--- src/rtl/anf_pkg.sv ---
package anf_pkg;
  localparam int LEVEL_W = 2;
  localparam int KIND_W  = 3;
  localparam int AP_W    = 2;

  typedef enum logic [KIND_W-1:0] {
    KIND_FETCH = 3'd0,
    KIND_READ  = 3'd1,
    KIND_WRITE = 3'd2,
    KIND_MAINT = 3'd3,
    KIND_ZERO  = 3'd4
  } access_kind_e;

  typedef struct packed {
    logic capture;
    logic idle;
  } ctrl_strobe_t;
endpackage

--- src/rtl/anf_ctrl.sv ---
module anf_ctrl
  import anf_pkg::*;
(
  input  logic         clk,
  input  logic         rstN,
  input  logic         reqValid,
  output ctrl_strobe_t strobe,
  output logic         rspValid
);
  always_comb begin
    strobe.capture = reqValid;
    strobe.idle    = ~reqValid;
  end

  always_ff @(posedge clk or negedge rstN) begin
    if (!rstN) rspValid <= 1'b0;
    else       rspValid <= strobe.capture;
  end
endmodule

--- src/rtl/anf_datapath.sv ---
module anf_datapath
  import anf_pkg::*;
#(
  parameter int               LVL_W          = LEVEL_W,
  parameter int               KND_W          = KIND_W,
  parameter int               APW            = AP_W,
  parameter int               USER_AP_BIT    = 0,
  parameter logic [(1<<LVL_W)-1:0] GUARDED_LEVELS = 4'b0110
) (
  input  logic             clk,
  input  logic             rstN,
  input  ctrl_strobe_t     strobe,
  input  logic [LVL_W-1:0] privLevel,
  input  logic             neverBit,
  input  logic             featureOn,
  input  logic             unprivOp,
  input  logic [APW-1:0]   apField,
  input  logic             baseGrant,
  input  logic [KND_W-1:0] accessKind,
  output logic             rspGrant,
  output logic             rspNeverDeny
);
  localparam int NUM_LEVELS = 1 << LVL_W;

  logic [NUM_LEVELS-1:0] levelHit;
  logic levelGuarded;
  logic kindChecked;
  logic userPage;
  logic neverDeny;
  logic finalGrant;

  for (genvar l = 0; l < NUM_LEVELS; l++) begin : g_level
    if (GUARDED_LEVELS[l]) begin : g_on
      assign levelHit[l] = (privLevel == LVL_W'(l));
    end else begin : g_off
      assign levelHit[l] = 1'b0;
    end
  end

  assign levelGuarded = |levelHit;
  assign userPage     = apField[USER_AP_BIT];

  always_comb begin
    unique case (accessKind)
      KIND_READ, KIND_WRITE, KIND_ZERO: kindChecked = 1'b1;
      default:                          kindChecked = 1'b0;
    endcase
  end

  always_comb begin
    neverDeny  = featureOn & neverBit & ~unprivOp & levelGuarded & userPage & kindChecked;
    finalGrant = neverDeny ? 1'b0 : baseGrant;
  end

  always_ff @(posedge clk or negedge rstN) begin
    if (!rstN) begin
      rspGrant     <= 1'b0;
      rspNeverDeny <= 1'b0;
    end else if (strobe.capture) begin
      rspGrant     <= finalGrant;
      rspNeverDeny <= neverDeny;
    end else if (strobe.idle) begin
      rspGrant     <= 1'b0;
      rspNeverDeny <= 1'b0;
    end
  end
endmodule

--- src/rtl/access_never_filter.sv ---
module access_never_filter
  import anf_pkg::*;
(
  input  logic               clk,
  input  logic               rstN,
  input  logic               reqValid,
  input  logic [LEVEL_W-1:0] privLevel,
  input  logic               neverBit,
  input  logic               featureOn,
  input  logic               unprivOp,
  input  logic [AP_W-1:0]    apField,
  input  logic               baseGrant,
  input  logic [KIND_W-1:0]  accessKind,
  output logic               rspValid,
  output logic               rspGrant,
  output logic               rspNeverDeny
);
  ctrl_strobe_t strobe;

  anf_ctrl u_ctrl (
    .clk      (clk),
    .rstN     (rstN),
    .reqValid (reqValid),
    .strobe   (strobe),
    .rspValid (rspValid)
  );

  anf_datapath u_dp (
    .clk          (clk),
    .rstN         (rstN),
    .strobe       (strobe),
    .privLevel    (privLevel),
    .neverBit     (neverBit),
    .featureOn    (featureOn),
    .unprivOp     (unprivOp),
    .apField      (apField),
    .baseGrant    (baseGrant),
    .accessKind   (accessKind),
    .rspGrant     (rspGrant),
    .rspNeverDeny (rspNeverDeny)
  );
endmodule

--- config.mk ---
export PLATFORM = sky130hd
export DESIGN_NAME = access_never_filter
export DESIGN_NICKNAME = d
export VERILOG_FILES = /design/src/rtl/anf_pkg.sv /design/src/rtl/anf_ctrl.sv /design/src/rtl/anf_datapath.sv /design/src/rtl/access_never_filter.sv
export SDC_FILE = /design/constraint.sdc
export NUM_CORES = 1
export LEC_CHECK = 0
export BUFFER_PORTS_ARGS = -buffer_cell sky130_fd_sc_hd__buf_2
export CORE_AREA = 5 5 42 44
export DETAILED_ROUTE_END_ITERATION = 10
export DIE_AREA = 0 0 47 49
export PLACE_DENSITY = 0.41
export SKIP_CTS_REPAIR_TIMING = 1
export SYNTH_ARGS = -nofsm -noshare
export SYNTH_HDL_FRONTEND = slang
export SYNTH_SLANG_ARGS = --single-unit
--- constraint.sdc ---
create_clock -name clk -period 0.8 [get_ports clk]
set_input_delay 0.04 -clock clk [delete_from_list [all_inputs] [get_ports clk]]
set_output_delay 0.04 -clock clk [all_outputs]
set_load 0.02 [all_outputs]
; ---- Word level (Yosys, flattened, before mapping)
; Cells that the tools add are included.
[totals]
regBits = 3
inputBits = 14
output_inout_bits = 3
[op_classes]
eq_ne = 5
mux = 4
bitwise = 6
reduce_logical = 2
[op_table]
columns = op, count
row1 = 1-bit AND, 5
row2 = 1-bit 2-to-1 mux, 4
row3 = "3-bit by 1-bit equality test with 1-bit output, second input constant", 1
row4 = "3-bit by 2-bit equality test with 1-bit output, second input constant", 1
row5 = "3-bit equality test, second input constant", 1
row6 = 3-bit OR reduction, 1
row7 = "2-bit by 1-bit equality test with 1-bit output, second input constant", 1
row8 = "2-bit equality test, second input constant", 1
row9 = 2-bit OR reduction, 1
row10 = 1-bit NOT, 1

; ---- Logic depth before layout (Yosys ltp)
[depth]
ltp_word = 7
mapped_depth = 3
mapped_depth_nobuf = 3

; ---- Cells and area by module
; A second synthesis with hierarchy kept.
[unflattened]
hier_cells = 17
area_unflattened_um2 = 171.4
[modules_own_cells]
columns = module, n_inst, cells_each, area_each_um2
row1 = anf_datapath, 1, 14, 135.1
row2 = anf_ctrl, 1, 3, 36.3

; ---- Least setup slack after synthesis
; Ideal clock, no wire load.
[synth_timing]
path_kind = input port to flip-flop
start = in unprivOp
end = reg u_dp.rspNeverDeny
t_arrival_ns = 0.495
required_time_ns = 0.732
path_slack_ns = 0.237
stages = 3
n_path_buf = 0
cell_sequence = nand4b_1 a21oi_1 and4_1
[synth_between]
elab_chain_cells = 6
[synth_rtl]
columns = element, line_no
row1 = from (decl), access_never_filter.sv:10  ; input logic unprivOp,
row2 = 1-bit NOT, anf_datapath.sv:51  ; neverDeny = featureOn & neverBit & ~unprivOp & levelGuarded & userPage & kindChecked;
row3 = 1-bit AND (4 in a row), anf_datapath.sv:51
row4 = 1-bit 2-to-1 mux, anf_datapath.sv:59  ; end else if (strobe.capture) begin
row5 = to (signal assigned), anf_datapath.sv:61  ; rspNeverDeny <= neverDeny;
row6 = to (decl), anf_datapath.sv:21  ; output logic rspNeverDeny
; Every way passes these cells.

; ---- Worst setup path after layout
[layout_timing]
start = reg u_dp.rspNeverDeny
end = out rspNeverDeny
[layout_rtl]
columns = element, line_no
row1 = to (decl), access_never_filter.sv:16  ; output logic rspNeverDeny
; No word-level cell between the ends.

==> results.md <==
- Fin crit period: 0.770 ns
- CP max-delay cell: dfrtp_1
- Num CTS Buffers: 3
- I/O pin cnt: 17
- Status: completed
- DIE HEIGHT: between 40 and 50 um
- Slew Viols, Final: 0
- Hold-critical path depth: 3
- Final Hold Fails: 0
- Flops & latches, synth: 3
- Cell count after synthesis: 11
- Max-cap violations: 0
- Critical path data arrival time: roughly 0.73 ns
- Worst setup EP type: output pin
- Count of final setup violators: 0
- Yosys cell types: 9
- Worst slew margin: around nine tenths
- Maximum VDD drop: between 0.2 and 0.3 mV
- Number of routed nets with antenna violations: 0
- Worst Hold Class: primary input to register
- Nets: 47
- # diodes: 0
- Iteration-0 DRC Markers: 0
- Worst-Margin Slew: 0.174 ns
- Number of global-route vias before repair: about 190
- Post-DP Area: roughly 220 um2
- Clock Path Buffers: 2
- Worst hold slack: roughly 0.05 ns
- WP buf/inv: 1
- Utilization after layout: 19.5%
- Initial antenna violation count: 0
- WL final: approximately 470 um
- Share of cells above drive strength 1: between 50% and 60%
- Static leakage: approximately 0.14 nW
- Syn_area_per_cell: roughly 12 um2
- Num rows: 14
- Largest net degree at the start of global routing: 4
- Seq/Total Area, Yosys: between 50% and 60%
- CP Max Fanout: 1
- # clock sinks: 3
- Post-synth net total: 25
- Power Density: between 1500 and 2000 nW/um2
- IO buf count: 15
- Ys Warns: 0
- Core area: between 1000 and 1500 um2
- Setup TNS: 0 ns
- Largest delay share family, worst path: flip-flops
- Crit path depth: 1
- Critical Path Start Type: register
- Tot GR Track Use: under 10%
- Req. time, crit path: 0.76 ns
- Initial Util: between 9 and 10%
- Die area: 2300 um2
- Drt first pass iters: 1
- Vias per cell: approximately 3.3
- First-pass GRT wire length: just under 800 um
- Final period util: a little over nine tenths
- CP Cell Sequence: buf_4
- Crit Path Class: register to output pin
- Area growth from synthesis to layout: 112%
- H-tree depth: 1
- Clock transition at the registers of the reported paths: 0.04 ns
- GPL Wtd Cong: around 0.67
- Grt ovf: 0
- CTS tree: yes
- Number of remaining DRC errors: 0
- Synth Cell Area: ~130 um2
- Root Driver: clkbuf_4
- Routed WL per cell: just under 10 um
- Chip width: about 47 um
- RSZ-0062 raised after global routing: false
- Critical path's largest stage delay: between 0.3 and 0.4 ns
- Vias: between 150 and 200
- Max Freq: around 1.3 GHz
- Fin area: approximately 270 um2
sequential cells by signal, summed over array words and instances, names as in the netlist:
signal / count
u_dp.rspNeverDeny: 1
u_dp.rspGrant: 1
u_ctrl.rspValid: 1
Yosys cell counts:
| master | count | share of area [%] |
|---|---|---|
| nand4b_1 | 1 | 6.8 |
| dfrtp_1 | 3 | 58 |
| nor2_1 | 1 | 2.9 |
| xor2_1 | 1 | 6.8 |
| a21oi_1 | 1 | 3.9 |
| nand2_1 | 1 | 2.9 |
| xnor2_1 | 1 | 6.8 |
| and4_1 | 1 | 6.8 |
| a31oi_1 | 1 | 4.9 |
layout make-up:
type | instances | area [um2]
timing repair buffer | 17 | 97.6
clock buffer | 4 | 26.3
fill | 169 | 1130
sequential | 3 | 75.1
tap | 16 | 20.0
multi-input combinational | 8 | 53.8
metal layers:
| layer | share of wire, % | global-route usage, % | up-vias |
|---|---|---|---|
| li1 | - | - | 81 |
| met1 | 46 | 6.42 | 64 |
| met2 | 32 | 5.20 | 15 |
| met3 | 21 | 4.06 | 0 |
| met4 | 0 | 6.91 | 0 |
| met5 | 0 | 0 | - |
final timing paths:
check	start	endpoint	slack, ns
min in group asynchronous	rstN	u_dp.rspNeverDeny	0.13
max in group asynchronous	rstN	u_ctrl.rspValid	0.56
max	u_dp.rspNeverDeny	rspNeverDeny	0.03
min	baseGrant	u_dp.rspGrant	0.05
cell families (layout without fill, tap and decap cells):
family / count (synthesis) / in the layout / synth area share [%]
AOI/OAI and AO/OA: 2 / 2 / 8.74
buffers and inverters: 0 / 21 / 0
xor gates and xnor gates: 2 / 2 / 13.6
and+or+nand+nor: 4 / 4 / 19.4
DFF: 3 / 3 / 58.3
per-stage QoR:
stage                     setup WS [ns]  total power [mW]  std cells
after detailed placement         0.0914             0.228         42
after floorplan                   0.237             0.184         11
after global placement           0.0941             0.226         42
final                            0.0302             0.493         48
after CTS                        0.0194             0.506         46
after global routing           0.000487             0.521         48
where the power goes:
group | switching (mW) | internal [mW]
logic | 0.0337 | 0.0399
clock network | 0.0742 | 0.187
registers | 0.000899 | 0.158
cell usage in the layout, fill, tap and decap left out, drive strengths merged:
cell	synthesis	final
nand4b	1	1
a21oi	1	1
dlygate4sd3	0	2
nand2	1	1
buf	0	15
clkbuf	0	4
xor2	1	1
a31oi	1	1
dfrtp	3	3
and4	1	1
xnor2	1	1
nor2	1	1
(Power assumes the default switching activity.)
